--- src/rtl/cmt_pkg.sv ---
package cmt_pkg;
  typedef enum logic [1:0] {
    OP_START = 2'd0,
    OP_SEND  = 2'd1,
    OP_RECV  = 2'd2,
    OP_STOP  = 2'd3
  } bus_op_e;

  localparam logic [3:0] A_CTRL = 4'd0;
  localparam logic [3:0] A_STAT = 4'd1;
  localparam logic [3:0] A_CNT  = 4'd2;
  localparam logic [3:0] A_DATA = 4'd3;
  localparam logic [3:0] A_SLV  = 4'd4;
  localparam logic [3:0] A_OWN  = 4'd5;
  localparam logic [3:0] A_DIV  = 4'd6;
  localparam logic [3:0] A_TLO  = 4'd7;
  localparam logic [3:0] A_THI  = 4'd8;

  localparam int CB_EN  = 15;
  localparam int CB_MST = 10;
  localparam int CB_TRX = 9;
  localparam int CB_XA  = 8;
  localparam int CB_RPT = 2;
  localparam int CB_STP = 1;
  localparam int CB_STT = 0;
  localparam logic [15:0] CTRL_KEEP = 16'hCF87;
endpackage

--- src/rtl/cmt_byte_fifo.sv ---
module cmt_byte_fifo #(
  parameter int DEPTH = 4,
  parameter int W     = 8,
  localparam int PW   = (DEPTH > 1) ? $clog2(DEPTH) : 1,
  localparam int LW   = $clog2(DEPTH + 1)
) (
  input  logic          clk,
  input  logic          rst_n,
  input  logic          flush,
  input  logic          push,
  input  logic [W-1:0]  push_data,
  input  logic          pop,
  output logic [W-1:0]  head,
  output logic [LW-1:0] level
);
  logic [W-1:0]  mem_q [DEPTH];
  logic [PW-1:0] wp_q, wp_d, rp_q, rp_d;
  logic [LW-1:0] lvl_q, lvl_d;
  logic          do_pop, do_push;

  assign do_pop  = pop && (lvl_q != '0);
  assign do_push = push && ((lvl_q != LW'(DEPTH)) || do_pop);

  always_comb begin
    wp_d  = wp_q;
    rp_d  = rp_q;
    lvl_d = lvl_q;
    if (flush) begin
      wp_d  = '0;
      rp_d  = '0;
      lvl_d = '0;
    end else begin
      if (do_push) wp_d = (wp_q == PW'(DEPTH - 1)) ? '0 : wp_q + 1'b1;
      if (do_pop)  rp_d = (rp_q == PW'(DEPTH - 1)) ? '0 : rp_q + 1'b1;
      if (do_push && !do_pop) lvl_d = lvl_q + 1'b1;
      else if (do_pop && !do_push) lvl_d = lvl_q - 1'b1;
    end
  end

  always_ff @(posedge clk or negedge rst_n) begin
    if (!rst_n) begin
      wp_q  <= '0;
      rp_q  <= '0;
      lvl_q <= '0;
    end else begin
      wp_q  <= wp_d;
      rp_q  <= rp_d;
      lvl_q <= lvl_d;
    end
  end

  for (genvar i = 0; i < DEPTH; i++) begin : g_slot
    always_ff @(posedge clk or negedge rst_n) begin
      if (!rst_n) mem_q[i] <= '0;
      else if (flush) mem_q[i] <= '0;
      else if (do_push && (wp_q == PW'(i))) mem_q[i] <= push_data;
    end
  end

  assign head  = mem_q[rp_q];
  assign level = lvl_q;


  level_bound_chk: assert property (@(posedge clk) disable iff (!rst_n)
    lvl_q <= LW'(DEPTH));
endmodule

--- src/rtl/cmt_cfg_regs.sv ---
module cmt_cfg_regs #(
  parameter int SA_W = 10,
  parameter int TM_W = 8
) (
  input  logic            clk,
  input  logic            rst_n,
  input  logic            clr,
  input  logic            we,
  input  logic [3:0]      addr,
  input  logic [SA_W-1:0] wdata,
  output logic [SA_W-1:0] slave_addr,
  output logic [SA_W-1:0] own_addr,
  output logic [TM_W-1:0] divider,
  output logic [TM_W-1:0] t_low,
  output logic [TM_W-1:0] t_high
);
  import cmt_pkg::*;

  logic [SA_W-1:0] slv_d, own_d;
  logic [TM_W-1:0] div_d, tlo_d, thi_d;

  always_comb begin
    slv_d = slave_addr;
    own_d = own_addr;
    div_d = divider;
    tlo_d = t_low;
    thi_d = t_high;
    if (clr) begin
      slv_d = '0; own_d = '0; div_d = '0; tlo_d = '0; thi_d = '0;
    end else if (we) begin
      case (addr)
        A_SLV:   slv_d = wdata;
        A_OWN:   own_d = wdata;
        A_DIV:   div_d = wdata[TM_W-1:0];
        A_TLO:   tlo_d = wdata[TM_W-1:0];
        A_THI:   thi_d = wdata[TM_W-1:0];
        default: ;
      endcase
    end
  end

  always_ff @(posedge clk or negedge rst_n) begin
    if (!rst_n) begin
      slave_addr <= '0;
      own_addr   <= '0;
      divider    <= '0;
      t_low      <= '0;
      t_high     <= '0;
    end else begin
      slave_addr <= slv_d;
      own_addr   <= own_d;
      divider    <= div_d;
      t_low      <= tlo_d;
      t_high     <= thi_d;
    end
  end
endmodule

--- src/rtl/cmt_seq_ctl.sv ---
module cmt_seq_ctl #(
  parameter int  CNT_W     = 16,
  parameter int  SA_W      = 10,
  parameter int  BUF_DEPTH = 4,
  parameter bit  LEGACY_RST = 1'b0,
  localparam int LW        = $clog2(BUF_DEPTH + 1)
) (
  input  logic             clk,
  input  logic             rst_n,
  input  logic             we,
  input  logic [3:0]       addr,
  input  logic [15:0]      wdata,
  input  logic [SA_W-1:0]  slave_addr,
  input  logic [LW-1:0]    tx_level,
  input  logic [7:0]       tx_head,
  input  logic [LW-1:0]    rx_level,
  input  logic             bus_rsp_valid,
  input  logic             bus_rsp_ack,
  output logic [15:0]      ctrl_o,
  output logic [15:0]      status_o,
  output logic [CNT_W-1:0] count_o,
  output logic             tx_pop,
  output logic             tx_flush,
  output logic             rx_push,
  output logic             rx_flush,
  output logic             cfg_clr,
  output logic             bus_cmd_valid,
  output logic [1:0]       bus_cmd_op,
  output logic [SA_W-1:0]  bus_cmd_addr,
  output logic             bus_cmd_rd,
  output logic [7:0]       bus_cmd_byte
);
  import cmt_pkg::*;

  logic [15:0]      ctrl_q, ctrl_d;
  logic [CNT_W-1:0] prog_q, prog_d, work_q, work_d;
  logic             busy_q, busy_d, pend_q, pend_d, halt_q, halt_d;
  bus_op_e          pend_op_q, pend_op_d, cop_q, cop_d;
  logic             nack_q, nack_d, ardy_q, ardy_d, rrdy_q, rrdy_d, xrdy_q, xrdy_d;
  logic             cv_q, cv_d, crd_q, crd_d;
  logic [SA_W-1:0]  caddr_q, caddr_d;
  logic [7:0]       cbyte_q, cbyte_d;

  logic ctrl_wr, cnt_wr, stat_wr, data_wr;
  logic rpt, trx, stp, cnt_zero, live, issue_stop;

  assign ctrl_wr  = we && (addr == A_CTRL);
  assign cnt_wr   = we && (addr == A_CNT);
  assign stat_wr  = we && (addr == A_STAT);
  assign data_wr  = we && (addr == A_DATA);
  assign rpt      = ctrl_q[CB_RPT];
  assign trx      = ctrl_q[CB_TRX];
  assign stp      = ctrl_q[CB_STP];
  assign cnt_zero = (work_q == '0);
  assign live     = rpt || !cnt_zero;
  assign issue_stop = rpt ? stp : (stp && (cnt_zero || halt_q));

  always_comb begin
    ctrl_d = ctrl_q;  prog_d = prog_q;  work_d = work_q;
    busy_d = busy_q;  pend_d = pend_q;  halt_d = halt_q;
    pend_op_d = pend_op_q;
    nack_d = nack_q;  ardy_d = ardy_q;  rrdy_d = rrdy_q;  xrdy_d = xrdy_q;
    cv_d = 1'b0;  cop_d = cop_q;  crd_d = crd_q;
    caddr_d = caddr_q;  cbyte_d = cbyte_q;
    tx_pop = 1'b0;  tx_flush = 1'b0;  rx_push = 1'b0;  rx_flush = 1'b0;
    cfg_clr = 1'b0;

    if (rx_level == '0) rrdy_d = 1'b0;

    if (pend_q && bus_rsp_valid) begin
      pend_d = 1'b0;
      case (pend_op_q)
        OP_START: begin
          if (bus_rsp_ack) begin
            busy_d = 1'b1;
            work_d = prog_q;
            halt_d = 1'b0;
          end else begin
            nack_d = 1'b1;
            ctrl_d[CB_STP] = 1'b0;
          end
        end
        OP_SEND: begin
          tx_pop = 1'b1;
          if (!rpt && !cnt_zero) work_d = work_q - 1'b1;
          if (!bus_rsp_ack) begin
            nack_d = 1'b1;
            ctrl_d[CB_STP] = 1'b0;
            halt_d = 1'b1;
          end
        end
        OP_RECV: begin
          rx_push = 1'b1;
          if (!rpt && !cnt_zero) work_d = work_q - 1'b1;
        end
        default: begin
          busy_d = 1'b0;
          ctrl_d[CB_STP] = 1'b0;
          work_d = prog_q;
          tx_flush = 1'b1;
          halt_d = 1'b0;
        end
      endcase
    end else if (busy_q && !pend_q) begin
      if (issue_stop) begin
        cv_d = 1'b1; cop_d = OP_STOP; pend_d = 1'b1; pend_op_d = OP_STOP;
      end else if (!rpt && cnt_zero && !halt_q) begin
        ardy_d = 1'b1;
        ctrl_d[CB_MST] = 1'b0;
      end else if (!halt_q && live) begin
        if (trx) begin
          if (tx_level != '0) begin
            cv_d = 1'b1; cop_d = OP_SEND; cbyte_d = tx_head;
            pend_d = 1'b1; pend_op_d = OP_SEND;
          end else begin
            xrdy_d = 1'b1;
          end
        end else if (rx_level != LW'(BUF_DEPTH)) begin
          cv_d = 1'b1; cop_d = OP_RECV; pend_d = 1'b1; pend_op_d = OP_RECV;
        end
      end
      if (!rpt && trx && (cnt_zero || halt_q)) xrdy_d = 1'b0;
      if (!trx && (rpt ? (rx_level == LW'(BUF_DEPTH)) : (rx_level != '0)))
        rrdy_d = 1'b1;
    end

    if (data_wr) xrdy_d = 1'b0;
    if (cnt_wr)  prog_d = wdata[CNT_W-1:0];
    if (stat_wr) begin
      if (wdata[1]) nack_d = 1'b0;
      if (wdata[2]) ardy_d = 1'b0;
    end

    if (ctrl_wr) begin
      ctrl_d = wdata & CTRL_KEEP;
      if (!wdata[CB_EN]) begin
        cfg_clr = LEGACY_RST;
      end else if (wdata[CB_MST] && !wdata[CB_XA] && wdata[CB_STT] && !busy_q && !pend_q) begin
        ctrl_d[CB_STT] = 1'b0;
        cv_d = 1'b1; cop_d = OP_START; caddr_d = slave_addr; crd_d = !wdata[CB_TRX];
        pend_d = 1'b1; pend_op_d = OP_START;
        tx_flush = 1'b1; rx_flush = 1'b1;
      end
    end

    if (cfg_clr) begin
      ctrl_d = '0; prog_d = '0; work_d = '0; busy_d = 1'b0; pend_d = 1'b0;
      halt_d = 1'b0; nack_d = 1'b0; ardy_d = 1'b0; rrdy_d = 1'b0; xrdy_d = 1'b0;
      cv_d = 1'b0; tx_flush = 1'b1; rx_flush = 1'b1;
    end
  end

  always_ff @(posedge clk or negedge rst_n) begin
    if (!rst_n) begin
      ctrl_q <= '0;  prog_q <= '0;  work_q <= '0;
      busy_q <= 1'b0;  pend_q <= 1'b0;  halt_q <= 1'b0;
      pend_op_q <= OP_START;  cop_q <= OP_START;
      nack_q <= 1'b0;  ardy_q <= 1'b0;  rrdy_q <= 1'b0;  xrdy_q <= 1'b0;
      cv_q <= 1'b0;  crd_q <= 1'b0;  caddr_q <= '0;  cbyte_q <= '0;
    end else begin
      ctrl_q <= ctrl_d;  prog_q <= prog_d;  work_q <= work_d;
      busy_q <= busy_d;  pend_q <= pend_d;  halt_q <= halt_d;
      pend_op_q <= pend_op_d;  cop_q <= cop_d;
      nack_q <= nack_d;  ardy_q <= ardy_d;  rrdy_q <= rrdy_d;  xrdy_q <= xrdy_d;
      cv_q <= cv_d;  crd_q <= crd_d;  caddr_q <= caddr_d;  cbyte_q <= cbyte_d;
    end
  end

  assign ctrl_o   = ctrl_q;
  assign count_o  = work_q;
  assign status_o = {3'b000, busy_q, 7'b0, xrdy_q, rrdy_q, ardy_q, nack_q, 1'b0};
  assign bus_cmd_valid = cv_q;
  assign bus_cmd_op    = cop_q;
  assign bus_cmd_addr  = caddr_q;
  assign bus_cmd_rd    = crd_q;
  assign bus_cmd_byte  = cbyte_q;


  start_gate_chk: assert property (@(posedge clk) disable iff (!rst_n)
    (cv_q && cop_q == OP_START) |->
      $past(we && addr == A_CTRL && wdata[CB_EN] && wdata[CB_MST] && !wdata[CB_XA] && wdata[CB_STT]));


  cmd_pulse_chk: assert property (@(posedge clk) disable iff (!rst_n)
    cv_q |=> !cv_q);


  idle_quiet_chk: assert property (@(posedge clk) disable iff (!rst_n)
    (cv_q && cop_q != OP_START) |-> $past(busy_q));


  nack_halt_chk: assert property (@(posedge clk) disable iff (!rst_n)
    (pend_q && pend_op_q == OP_SEND && bus_rsp_valid && !bus_rsp_ack && !ctrl_wr)
      |=> (!ctrl_q[CB_STP] && halt_q));


  stop_release_chk: assert property (@(posedge clk) disable iff (!rst_n)
    (pend_q && pend_op_q == OP_STOP && bus_rsp_valid && !ctrl_wr)
      |=> (!busy_q && !ctrl_q[CB_STP]));
endmodule

--- src/rtl/cmt_sequencer.sv ---
module cmt_sequencer #(
  parameter int CNT_W      = 16,
  parameter int SA_W       = 10,
  parameter int TM_W       = 8,
  parameter int BUF_DEPTH  = 4,
  parameter bit LEGACY_RST = 1'b0
) (
  input  logic        clk,
  input  logic        rst_n,
  input  logic        reg_we,
  input  logic        reg_re,
  input  logic [3:0]  reg_addr,
  input  logic [15:0] reg_wdata,
  output logic [15:0] reg_rdata,
  output logic        bus_cmd_valid,
  output logic [1:0]  bus_cmd_op,
  output logic [9:0]  bus_cmd_addr,
  output logic        bus_cmd_rd,
  output logic [7:0]  bus_cmd_byte,
  input  logic        bus_rsp_valid,
  input  logic        bus_rsp_ack,
  input  logic [7:0]  bus_rsp_byte
);
  import cmt_pkg::*;
  localparam int LW = $clog2(BUF_DEPTH + 1);

  logic [1:0] rst_sync_q;
  logic       rst_i_n;

  always_ff @(posedge clk or negedge rst_n) begin
    if (!rst_n) rst_sync_q <= 2'b00;
    else        rst_sync_q <= {rst_sync_q[0], 1'b1};
  end
  assign rst_i_n = rst_sync_q[1];

  logic [15:0]      ctrl, status;
  logic [CNT_W-1:0] count;
  logic [SA_W-1:0]  slv, own, cmd_addr;
  logic [TM_W-1:0]  div, tlo, thi;
  logic [LW-1:0]    tx_level, rx_level;
  logic [7:0]       tx_head, rx_head;
  logic             tx_pop, tx_flush, rx_push, rx_flush, cfg_clr, rx_pop, tx_push;

  assign tx_push = reg_we && (reg_addr == A_DATA);
  assign rx_pop  = reg_re && (reg_addr == A_DATA);

  cmt_seq_ctl #(
    .CNT_W(CNT_W), .SA_W(SA_W), .BUF_DEPTH(BUF_DEPTH), .LEGACY_RST(LEGACY_RST)
  ) u_ctl (
    .clk(clk), .rst_n(rst_i_n), .we(reg_we), .addr(reg_addr), .wdata(reg_wdata),
    .slave_addr(slv), .tx_level(tx_level), .tx_head(tx_head), .rx_level(rx_level),
    .bus_rsp_valid(bus_rsp_valid), .bus_rsp_ack(bus_rsp_ack),
    .ctrl_o(ctrl), .status_o(status), .count_o(count),
    .tx_pop(tx_pop), .tx_flush(tx_flush), .rx_push(rx_push), .rx_flush(rx_flush),
    .cfg_clr(cfg_clr), .bus_cmd_valid(bus_cmd_valid), .bus_cmd_op(bus_cmd_op),
    .bus_cmd_addr(cmd_addr), .bus_cmd_rd(bus_cmd_rd), .bus_cmd_byte(bus_cmd_byte)
  );

  assign bus_cmd_addr = 10'(cmd_addr);

  cmt_byte_fifo #(.DEPTH(BUF_DEPTH), .W(8)) u_txbuf (
    .clk(clk), .rst_n(rst_i_n), .flush(tx_flush), .push(tx_push),
    .push_data(reg_wdata[7:0]), .pop(tx_pop), .head(tx_head), .level(tx_level)
  );

  cmt_byte_fifo #(.DEPTH(BUF_DEPTH), .W(8)) u_rxbuf (
    .clk(clk), .rst_n(rst_i_n), .flush(rx_flush), .push(rx_push),
    .push_data(bus_rsp_byte), .pop(rx_pop), .head(rx_head), .level(rx_level)
  );

  cmt_cfg_regs #(.SA_W(SA_W), .TM_W(TM_W)) u_cfg (
    .clk(clk), .rst_n(rst_i_n), .clr(cfg_clr), .we(reg_we), .addr(reg_addr),
    .wdata(reg_wdata[SA_W-1:0]), .slave_addr(slv), .own_addr(own),
    .divider(div), .t_low(tlo), .t_high(thi)
  );

  always_comb begin
    case (reg_addr)
      A_CTRL:  reg_rdata = ctrl;
      A_STAT:  reg_rdata = status;
      A_CNT:   reg_rdata = 16'(count);
      A_DATA:  reg_rdata = 16'(rx_head);
      A_SLV:   reg_rdata = 16'(slv);
      A_OWN:   reg_rdata = 16'(own);
      A_DIV:   reg_rdata = 16'(div);
      A_TLO:   reg_rdata = 16'(tlo);
      A_THI:   reg_rdata = 16'(thi);
      default: reg_rdata = 16'h0000;
    endcase
  end
endmodule

--- config.mk ---
export PLATFORM = sky130hd
export DESIGN_NAME = cmt_sequencer
export DESIGN_NICKNAME = d
export VERILOG_FILES = /design/src/rtl/cmt_pkg.sv /design/src/rtl/cmt_byte_fifo.sv /design/src/rtl/cmt_cfg_regs.sv /design/src/rtl/cmt_seq_ctl.sv /design/src/rtl/cmt_sequencer.sv
export SDC_FILE = /design/constraint.sdc
export NUM_CORES = 1
export LEC_CHECK = 0
export BUFFER_PORTS_ARGS = -buffer_cell sky130_fd_sc_hd__clkbuf_2
export CORE_MARGIN = 2
export CORE_UTILIZATION = 60
export DETAILED_ROUTE_END_ITERATION = 12
export GPL_ROUTABILITY_DRIVEN = 0
export PLACE_DENSITY = 0.79
export SYNTH_ARGS = -nofsm -noshare
export SYNTH_HDL_FRONTEND = slang
export SYNTH_SLANG_ARGS = --single-unit
--- constraint.sdc ---
create_clock -name clk -period 9.7 [get_ports clk]
set_clock_uncertainty 0.15 [all_clocks]
set_input_delay 0.97 -clock clk [delete_from_list [all_inputs] [get_ports clk]]
set_output_delay 0.97 -clock clk [all_outputs]
set_load 0.01 [all_outputs]
==> qor.yml, run 1 <==
synth:
  synth-edff-count: 0
  yosysWarnings: 0
  yosysTopAreaCellShare: 0.4871
  seq_area_frac_synth: 0.4871
  yosys.area.top_type: "dfrtp_1"
  yosys_most_used_dff: "dfrtp_1"
  synthesis.area_um2: 10120
  async_reset_ff_frac: 1.000
  syn_area_per_cell_um2: 10.07
  syn_nets: 1056
  ys_ff_latch: 197
  netlist_instances: 1005
  synth_cell_type_count: 72
  ys_top_cells_by_area: "dfrtp_1, mux2_2, nand2_1"
detailed_routing:
  via_per_inst: 6.451
  drtIter0Drc: 876
  totalWireLength_um: 26040
  dr.pass1.iters: 5
  ant_nets: 0
  vias: 8135
  route.detailed.drc: 0
  post_drt_wl_per_cell_um: 20.65
clocking:
  holdBufCountCts: 0
  post_cts_resized: 0
  cts_buffer_depth: 2
  insertion_delay_ns: 0.43
  clk_pin_slew_ns: 0.07
  cts.sinks: 197
  cts_root_buf: "clkbuf_16"
  cts_max_level: 4
  post_cts_buffers: 0
  cts_made_buffers: 17
  tritoncts: "built"
timing:
  slew_headroom: 0.3834
  setup_viol: 0
  post-route-period-util: 0.4141
  drv_slew: 0
  grt_setup_unrepaired: "no"
  tightest_slew_ns: 0.9223
  finalCriticalPeriod_ns: 4.017
  setup_tns_ns: 0
  hold_viol: 0
  fmax_ghz: 0.2489
worst_setup_path:
  required_ns: 8.58
  endpoint: "reg_rdata[6]"
  cp.arrival_ns: 2.90
  rr_worst_depth: 7
  cp-start-kind: "primary input"
  r2r_setup_slack_ns: 6.89
  critical_path.reg2reg.endpoint: "u_ctl.count_o[2]$_DFFE_PN0P_"
  crit_start: "reg_addr[1]"
  reg2reg_from: "u_ctl.count_o[0]$_DFFE_PN0P_"
  cp_max_fo: 31
  critical_path_class: "in2out"
  end_kind: "output pin"
global_route:
  grt_pass1_wl_um: 42230
  grtUsageTotal: 0.3037
  antenna_found_initial: 0
  grt_pass1_vias: 7802
  grt-ovfl-total: 0
  grt_max_degree: 76
placement:
  io_buffers: 71
  place_hpwl_um: 17680
floorplanning:
  row_count: 47
  start_util: 0.6125
  die_h_um: 133.9
  io-pin-count: 72
  die_x_um: 133.9
  die-area_um2: 17920
  coreArea_um2: 16520
layout:
  layout_common_cells: "dfrtp_1, nand2_1, a21oi_1, nand3_1, clkbuf_2"
  nets: 1079
  final_common_cell: "dfrtp_1"
  layout-drive-gt1-share: 0.2104
  antenna-diode-count: 0
  multi_input_area_um2: 4803
  fillerInstances: 1278
  area_delta_synth_final_pct: 9.878
  seq_area_um2: 4933
run_status:
  status: "complete, no violations"
power_and_ir_drop:
  pwr-share-clk: 0.296
  internal_power_uw: 1603
  p_comb_frac: 0.233
  vdd_ir_drop_max_v: 0.0001443
  power_frac_seq: 0.471
  p_total_uw: 2414
  power_switching_uw: 811.6
  p_leak_uw: 0.004926
  power_density_nw_per_um2: 217.1
  swShare: 0.3362
min_path:
  hold_class: "in2async"
run:
  timing.max_cap.violations: 0
[how the worst min path moves through the flow]
stage | start | to | slack (ns) | cells after the start
detailed placement | rst_sync_q[0]$_DFF_PN0_ | rst_sync_q[1]$_DFF_PN0_ | 0.18 | 0
global route | rst_n | rst_sync_q[1]$_DFF_PN0_ | 0.14 | 1
CTS | rst_n | rst_sync_q[1]$_DFF_PN0_ | 0.15 | 1
global placement | rst_sync_q[0]$_DFF_PN0_ | rst_sync_q[1]$_DFF_PN0_ | 0.18 | 0
floorplan | rst_sync_q[0]$_DFF_PN0_ | rst_sync_q[1]$_DFF_PN0_ | 0.18 | 0
finish | rst_n | rst_sync_q[1]$_DFF_PN0_ | 0.15 | 1
[per-stage QoR]
stage	cell area [µm²]	hold WS (ns)	setup slack, ns	util	cells
finish	11120	0.1542	5.683	0.6730	1261
floorplan	10120	0.1812	3.654	-	1005
global placement	10510	0.1847	5.579	0.6363	1229
global route	11120	0.1404	5.507	0.6730	1261
detailed placement	10510	0.1847	5.464	0.6363	1229
CTS	11120	0.1456	5.738	0.6730	1261
[flip-flops by register name, indices dropped and copies added (netlist names), 2 cells and up]
name,count
u_ctl.count_o,16
u_rxbuf.mem_q,32
u_cfg.own_addr,10
u_txbuf.wp_q,2
u_ctl.bus_cmd_op,2
rst_sync_q,2
u_txbuf.level,3
u_txbuf.rp_q,2
u_rxbuf.wp_q,2
u_cfg.t_low,8
u_ctl.ctrl_o,10
u_cfg.divider,8
u_cfg.slave_addr,10
u_cfg.t_high,8
u_rxbuf.rp_q,2
u_ctl.bus_cmd_byte,8
u_rxbuf.level,3
u_ctl.pend_op_q,2
u_ctl.bus_cmd_addr,10
u_txbuf.mem_q,32
u_ctl.prog_q,16
[area by class of cell]
class | instances | area share
Multi-Input combinational cell | 711 | 0.4319
Sequential cell | 197 | 0.4436
Clock inverter | 14 | 0.01508
Clock buffer | 18 | 0.03949
Tap cell | 220 | 0.02475
Timing Repair Buffer | 80 | 0.03803
Inverter | 21 | 0.007088
[routing by layer]
| metal | global-route usage | routed length, µm |
|---|---|---|
| met2 | 0.4781 | 12440 |
| met3 | 0.05896 | 1967 |
| met4 | 0.09574 | 625 |
| met1 | 0.4310 | 11010 |
| met5 | 0 | 0 |
[cells in the mapped netlist, drive strengths merged (3+ instances only)]
cell type  number
a211oi          9
a21o            3
a21oi          90
a221oi          4
a22o            7
a22oi           8
a2bb2oi         9
a31oi           6
a41oi           4
and2            4
and3            5
buf            25
clkbuf         51
dfrtp         197
ha             15
inv            20
mux2           69
mux2i          18
mux4           19
nand2         162
nand2b          4
nand3          85
nand3b          5
nor2           50
nor2b          13
nor3           19
nor4            3
nor4b           4
o2111ai         6
o211ai          6
o21ai          26
o22ai           9
o31ai           7
or2             4
or3             6
[cells by family after synthesis]
family	Yosys count	synth area share
simple gates	377	0.1762
compound gates	208	0.1328
flops	197	0.4871
mux	106	0.1398
buf+inv	97	0.03956
fa+ha+maj	17	0.02250
xor+xnor	2	0.001731
other cells	1	0.0003705
[worst max-delay path, cell delays in order]
cell,delay [ns]
clkbuf_2,0.56
or3b_2,0.52
o22ai_1,0.16
a221oi_1,0.09
a2bb2oi_1,0.17
o22ai_1,0.23
clkbuf_2,0.19
[power groups by stage]
stage | Clock [µW] | Sequential [µW] | Combinational (µW)
floorplan | 0 | 1070 | 465
global placement | 0 | 1140 | 534
detailed placement | 0 | 1150 | 555
CTS | 721 | 1130 | 558
global route | 753 | 1160 | 620
finish | 716 | 1140 | 563
No activity file was read; power rests on OpenSTA's default activity.
==> run 2, diff against run 1 <==
CORE_UTILIZATION = 55   (was 60)
PLACE_DENSITY = 0.77   (was 0.79)
clock period = 3.4 ns   (was 9.7 ns; I/O delays follow)
==> run 2 against run 1 <==
  * Power increased to 2.9 times the previous value
  * Core utilization fell by 4.5 points
  * Highest routed layer unchanged
  * Hold slack got worse by 0.14 ns
  * Critical path type is now reg2out
  * Register-to-register slack lost 6.3 ns
  * Setup slack worse by 5.1 ns
  * Design area is 1.8% higher
  * Count of clock-buffer cells in the layout fell by 1
  * Wire length grew 1.7%
  * Sequential power grew to 2.8 times the previous value
  * Largest power group unchanged
  * Critical endpoint is now reg_rdata[1]
  * Combinational power rose to 3.0 times the previous value
  * Non-clock buffer count increased by 20
==> qor.yml, run 2 (synthesis gave the netlist of run 1 again) <==
global_route:
  grt_pass1_wl_um: 43130  # +2.1%
  antenna_found_initial: 0  # unchanged
  grt_max_degree: 111  # +46%
  grtUsageTotal: 0.2786  # -0.02505
  grt-ovfl-total: 0  # unchanged
  grt_pass1_vias: 8006  # +2.6%
floorplanning:
  start_util: 0.5615  # -0.05098
  die_h_um: 139.7  # +4.3%
  row_count: 49  # +4.3%
  die_x_um: 139.7  # +4.3%
  coreArea_um2: 18020  # +9.1%
  io-pin-count: 72  # unchanged
  die-area_um2: 19500  # +8.8%
power_and_ir_drop:
  vdd_ir_drop_max_v: 0.0004162  # +190%
  power_frac_seq: 0.462  # -0.009
  power_density_nw_per_um2: 611.9  # +180%
  power_switching_uw: 2347  # +190%
  p_leak_uw: 0.005030  # +2.1%
  pwr-share-clk: 0.295  # about the same
  internal_power_uw: 4579  # +190%
  p_comb_frac: 0.243  # +0.010
  swShare: 0.3388  # +0.002676
layout:
  nets: 1099  # +1.9%
  layout-drive-gt1-share: 0.2187  # +0.008287
  reg.largest.list: "u_rxbuf.mem_q x32, u_txbuf.mem_q x32"
  final_util: 0.6280  # -0.04497
  final_common_cell: "dfrtp_1"
  area_delta_synth_final_pct: 11.84
  antenna-diode-count: 0  # unchanged
  layout_common_cells: "dfrtp_1, nand2_1, a21oi_1, nand3_1, clkbuf_2"
detailed_routing:
  route.detailed.drc: 0  # unchanged
  via_per_inst: 6.357  # -1.5%
  post_drt_wl_per_cell_um: 20.53  # -0.57%
  ant_nets: 0  # unchanged
  vias: 8201  # +0.81%
  totalWireLength_um: 26490  # +1.7%
  drtIter0Drc: 980  # +12%
  dr.pass1.iters: 5  # unchanged
worst_setup_path:
  required_ns: 2.91  # -5.67 ns
  slowest_stage: "dfrtp_1"
  cp_max_fo: 7  # -77%
  cp.buffers_inverters: 2  # unchanged
  crit_path_cell_trace: "buf_4 -> mux4_2 -> a221oi_1 -> o21ai_0 -> clkbuf_2"
  critical_path_class: "reg2out"
  cp-start-kind: "flip-flop"
  critPathTopFamily: "flip-flops"
  slowest_delay_ns: 0.54  # -0.02 ns
  cp.arrival_ns: 2.37  # -0.53 ns
  end_kind: "output pin"
timing:
  slew_headroom: 0.4730  # +0.08957
  drv_slew: 0  # unchanged
  post-route-period-util: 0.8408
  grt_setup_unrepaired: "no"
  tightest_slew_ns: 0.7876  # -0.1347 ns
  setup_tns_ns: 0  # unchanged
  finalCriticalPeriod_ns: 2.859
  hold_viol: 0  # unchanged
  setup_viol: 0  # unchanged
  fmax_ghz: 0.3498
clocking:
  cts_max_level: 4  # unchanged
  cts_buffer_depth: 2  # unchanged
  holdBufCountCts: 7  # +7
  post_cts_buffers: 0  # unchanged
  cts.sinks: 197  # unchanged
  clk_pin_slew_ns: 0.08  # about the same
  tritoncts: "built"
  cts_made_buffers: 17  # unchanged
  cts_root_buf: "clkbuf_16"
  insertion_delay_ns: 0.44  # about the same
  post_cts_resized: 0  # unchanged
min_path:
  hold_class: "in2reg"
placement:
  place_hpwl_um: 17930  # +1.4%
  io_buffers: 71  # unchanged
run_status:
  status: "complete, no violations"
run:
  timing.max_cap.violations: 0  # unchanged
-- run 2: cell count changes in the layout (fill, tap and decap cells not counted), sizes merged --
cell | before | now
buf | 9 | 22
dlygate4sd3 | 0 | 7
clkinvlp | 2 | 0
inv | 25 | 27
clkbuf | 89 | 88
clkinv | 7 | 8
-- run 2: stage by stage --
step	hold WS, ns	instance area (µm²)	std cells	setup WS [ns]	power, µW
after floorplan	-0.1056	10120	1005	0.003286	4386
after global placement	-0.02036	10660	1251	0.6170	4806
after detailed placement	-0.02116	10660	1251	0.5514	4866
after CTS	0.01141	11320	1290	0.5191	6927
after global routing	0.03283	11320	1290	0.3919	7271
final	0.01783	11320	1290	0.5412	6926
-- run 2: worst paths after layout --
path / startpoint / to / slack (ns) / cells after the start
max in group asynchronous: rst_sync_q[1]$_DFF_PN0_ / u_ctl.count_o[8]$_DFFE_PN0P_ / 2.38 / 1
worst min register to register: rst_sync_q[0]$_DFF_PN0_ / rst_sync_q[1]$_DFF_PN0_ / 0.20 / 0
worst max-delay path: u_rxbuf.rp_q[0]$_DFFE_PN0P_ / reg_rdata[1] / 0.54 / 5
worst max register to register: u_ctl.pend_op_q[1]$_DFF_PN0_ / u_txbuf.level[2]$_DFFE_PN0P_ / 0.61 / 9
worst min-delay path: bus_rsp_byte[2] / u_rxbuf.mem_q[10]$_DFFE_PN0P_ / 0.02 / 3
min in group asynchronous: rst_n / rst_sync_q[1]$_DFF_PN0_ / 0.06 / 2
-- run 2: power by group through the flow --
stage | registers, µW | clock network, µW | logic [µW]
floorplan | 3060 | 0 | 1330
global placement | 3210 | 0 | 1600
detailed placement | 3230 | 0 | 1640
CTS | 3190 | 2070 | 1670
global route | 3260 | 2160 | 1860
finish | 3200 | 2040 | 1680
-- run 2: worst reg2reg max path, delay by kind of cell (launching register included) --
| kind | cells | cell delay (ns) |
|---|---|---|
| fa+ha+maj | 2 | 0.65 |
| flops | 1 | 0.42 |
| buf+inv | 1 | 0.09 |
| xor+xnor | 1 | 0.15 |
| simple gates | 4 | 0.89 |
| compound gates | 1 | 0.32 |
-- run 2: cell type report --
class | instances | area, µm²
Fill cell | 1461 | 6705
Timing Repair Buffer | 100 | 628.1
Inverter | 21 | 78.83
Tap cell | 229 | 286.5
Clock buffer | 17 | 425.4
Clock inverter | 15 | 163.9
Sequential cell | 197 | 4933
Multi-Input combinational cell | 711 | 4803
-- run 2: per-layer routing --
metal | wire length, µm | vias up | GRT usage
met5 | 0 | - | 0
li1 | - | 3693 | -
met2 | 12630 | 397 | 0.4438
met4 | 719 | 0 | 0.08947
met1 | 11270 | 4063 | 0.3899
met3 | 1871 | 48 | 0.05334
==> run 3, diff against run 2 <==
clock period = 2.6 ns   (was 3.4 ns; I/O delays follow)
==> run 3 against run 2 <==
  * Global-route usage increased by 1.2 points
  * Register-to-register slack worse by 0.49 ns
  * Setup slack worse by 0.43 ns
  * Via count grew 2.2%
  * Final cell count increased by 3.5%
  * Non-clock buffer count is 45 higher
  * Core utilization grew 2.3 points
  * Power up 34%
  * Combinational power up 40%
  * Largest power group unchanged
==> qor.yml, run 3 (synthesis gave the netlist of run 1 again) <==
worst_setup_path:
  rr_worst_depth: 7  # -2
  r2r_setup_slack_ns: 0.12  # -0.49 ns
  critPathTopFamily: "simple AND/OR/NAND/NOR gates"
  slowest_delay_ns: 0.61  # +0.07 ns
  required_ns: 2.78  # -0.13 ns
  cp.arrival_ns: 2.66  # +0.29 ns
  slowest_stage: "or4b_1"
  cp_max_fo: 8  # +1
  critical_path_class: "reg2reg"
  cp-start-kind: "flip-flop"
  end_kind: "flip-flop"
  cp.buffers_inverters: 1  # -1
  critical_path.reg2reg.endpoint: "u_ctl.bus_cmd_byte[3]$_DFFE_PN0P_"
  crit_path_cell_trace: "inv_1 -> ha_1 -> or4b_1 -> nor2_4 -> a311oi_2 -> and4_4 -> mux2_4"
  reg2reg_from: "u_ctl.count_o[1]$_DFFE_PN0P_"
placement:
  placedCellCount: 1280  # +2.3%
  placed_cell_area_um2: 10890  # +2.2%
  io_buffers: 71  # unchanged
  place_hpwl_um: 18890  # +5.4%
min_path:
  hold_path_depth: 3  # unchanged
  hold_class: "in2reg"
  hp-start: "reg_we"
  whs_endpoint: "u_ctl.nack_q$_DFF_PN0_"
timing:
  timing.hold.ws_ns: 0.07746  # +0.05963 ns
  hold_viol: 0  # unchanged
  tightest_slew_ns: 0.6176  # -0.1700 ns
  fmax_ghz: 0.4025
  setup_tns_ns: 0  # unchanged
  grt_setup_unrepaired: "no"
  setup_viol: 0  # unchanged
  post-route-period-util: 0.9555
  slew_headroom: 0.5883  # +0.1153
  finalCriticalPeriod_ns: 2.484
  drv_slew: 0  # unchanged
global_route:
  grtUsageTotal: 0.2906  # +0.01195
  grt_pass1_wl_um: 44780  # +3.8%
  grt_pass1_vias: 8292  # +3.6%
  grt-ovfl-total: 0  # unchanged
  antenna_found_initial: 0  # unchanged
  grt_max_degree: 104  # -6.3%
layout:
  layout-drive-gt1-share: 0.2432  # +0.02456
  nets: 1144  # +4.1%
  fin_cells: 1335  # +3.5%
  final_area_um2: 11740  # +3.7%
  layout_common_cells: "dfrtp_1, nand2_1, a21oi_1, nand3_1, clkbuf_2"
  fillerInstances: 1432  # -2.0%
  final_util: 0.6510  # +0.02305
  final_common_cell: "dfrtp_1"
  area_delta_synth_final_pct: 15.95
  antenna-diode-count: 0  # unchanged
  reg.largest.list: "u_rxbuf.mem_q x32, u_txbuf.mem_q x32"
floorplanning:
  die_h_um: 139.7  # unchanged
  coreArea_um2: 18020  # unchanged
  die-area_um2: 19500  # unchanged
  row_count: 49  # unchanged
  die_x_um: 139.7  # unchanged
  io-pin-count: 72  # unchanged
  start_util: 0.5615  # unchanged
power_and_ir_drop:
  power_frac_seq: 0.453  # -0.009
  internal_power_uw: 6170  # +35%
  vdd_ir_drop_max_v: 0.0005779  # +39%
  swShare: 0.3330  # -0.005826
  pwr-share-clk: 0.291  # -0.004
  p_comb_frac: 0.256  # +0.013
  power_density_nw_per_um2: 788.2  # +29%
  power_switching_uw: 3080  # +31%
  p_leak_uw: 0.005241  # +4.2%
clocking:
  insertion_delay_ns: 0.44  # about the same
  clk_pin_slew_ns: 0.07  # about the same
  cts_made_buffers: 17  # unchanged
  tritoncts: "built"
  cts_root_buf: "clkbuf_16"
  cts.sinks: 197  # unchanged
  cts_max_level: 4  # unchanged
  cts_buffer_depth: 2  # unchanged
detailed_routing:
  dr.pass1.iters: 6  # +1
  via_per_inst: 6.279  # -1.2%
  post_drt_wl_per_cell_um: 20.51  # -0.13%
  ant_nets: 0  # unchanged
  route.detailed.drc: 0  # unchanged
  totalWireLength_um: 27380  # +3.4%
  vias: 8382  # +2.2%
  drtIter0Drc: 806  # -18%
run:
  timing.max_cap.violations: 0  # unchanged
run_status:
  status: "complete, no violations"
==> run 3: repair_timing <==
| action | CTS | global route |
|---|---|---|
| buffers inserted | 0 | 3 |
| hold buffers | 20 | 0 |
| hold endpoints to repair | 49 | 0 |
| gates resized for setup | 1 | 8 |
| pin swaps | 0 | 1 |
| endpoints found under the setup margin | 3 | 26 |
==> run 3: power groups by stage <==
stage / registers, µW / logic (µW) / clock network [µW]
6_report: 4190 / 2360 / 2690
5_1_grt: 4260 / 2610 / 2840
4_1_cts: 4180 / 2300 / 2710
3_5_place_dp: 4220 / 2250 / 0
3_3_place_gp: 4190 / 2180 / 0
2_1_floorplan: 4000 / 1730 / 0
==> run 3: worst max-delay path by stage <==
stage,start,to,cells past startpoint,slack [ns]
global route,u_rxbuf.rp_q[0]$_DFFE_PN0P_,reg_rdata[5],5,0.005
global placement,u_ctl.pend_op_q[1]$_DFF_PN0_,u_txbuf.level[1]$_DFFE_PN0P_,8,0.20
finish,u_ctl.count_o[1]$_DFFE_PN0P_,u_ctl.bus_cmd_byte[3]$_DFFE_PN0P_,7,0.12
floorplan,u_ctl.pend_op_q[1]$_DFF_PN0_,u_txbuf.level[2]$_DFFE_PN0P_,9,0.22
detailed placement,u_ctl.pend_op_q[1]$_DFF_PN0_,u_txbuf.level[1]$_DFFE_PN0P_,8,0.06
CTS,u_rxbuf.rp_q[0]$_DFFE_PN0P_,reg_rdata[1],4,0.04
==> run 3: layer usage <==
layer	up-vias	share of wire	global-route usage
li1	3788	-	-
met1	4181	0.42	0.3954
met2	349	0.49	0.4734
met3	64	0.068	0.05816
met4	0	0.026	0.09474
met5	-	0	0
==> run 3: stage by stage <==
| stage | power [µW] | setup slack [ns] |
|---|---|---|
| finish | 9250 | 0.1158 |
| global route | 9708 | 0.005042 |
| CTS | 9196 | 0.04461 |
| floorplan | 5735 | 0.2249 |
| detailed placement | 6473 | 0.06066 |
| global placement | 6374 | 0.1976 |
==> run 3: layout make-up <==
cell class	count	area (µm²)	share of cell area
well taps	229	286.5	0.02442
multi-input cells	711	4826	0.4112
clock inverters	15	165.2	0.01407
inverters	21	78.83	0.006717
flip-flops and latches	197	4935	0.4205
repair buffers	145	1018	0.08679
clock buffers	17	425.4	0.03625
==> run 3: worst min-delay path: cells and delay by family <==
family,cells,cell delay (ns)
buffers and inverters,2,0.28
AOI/OAI and AO/OA,1,0.09
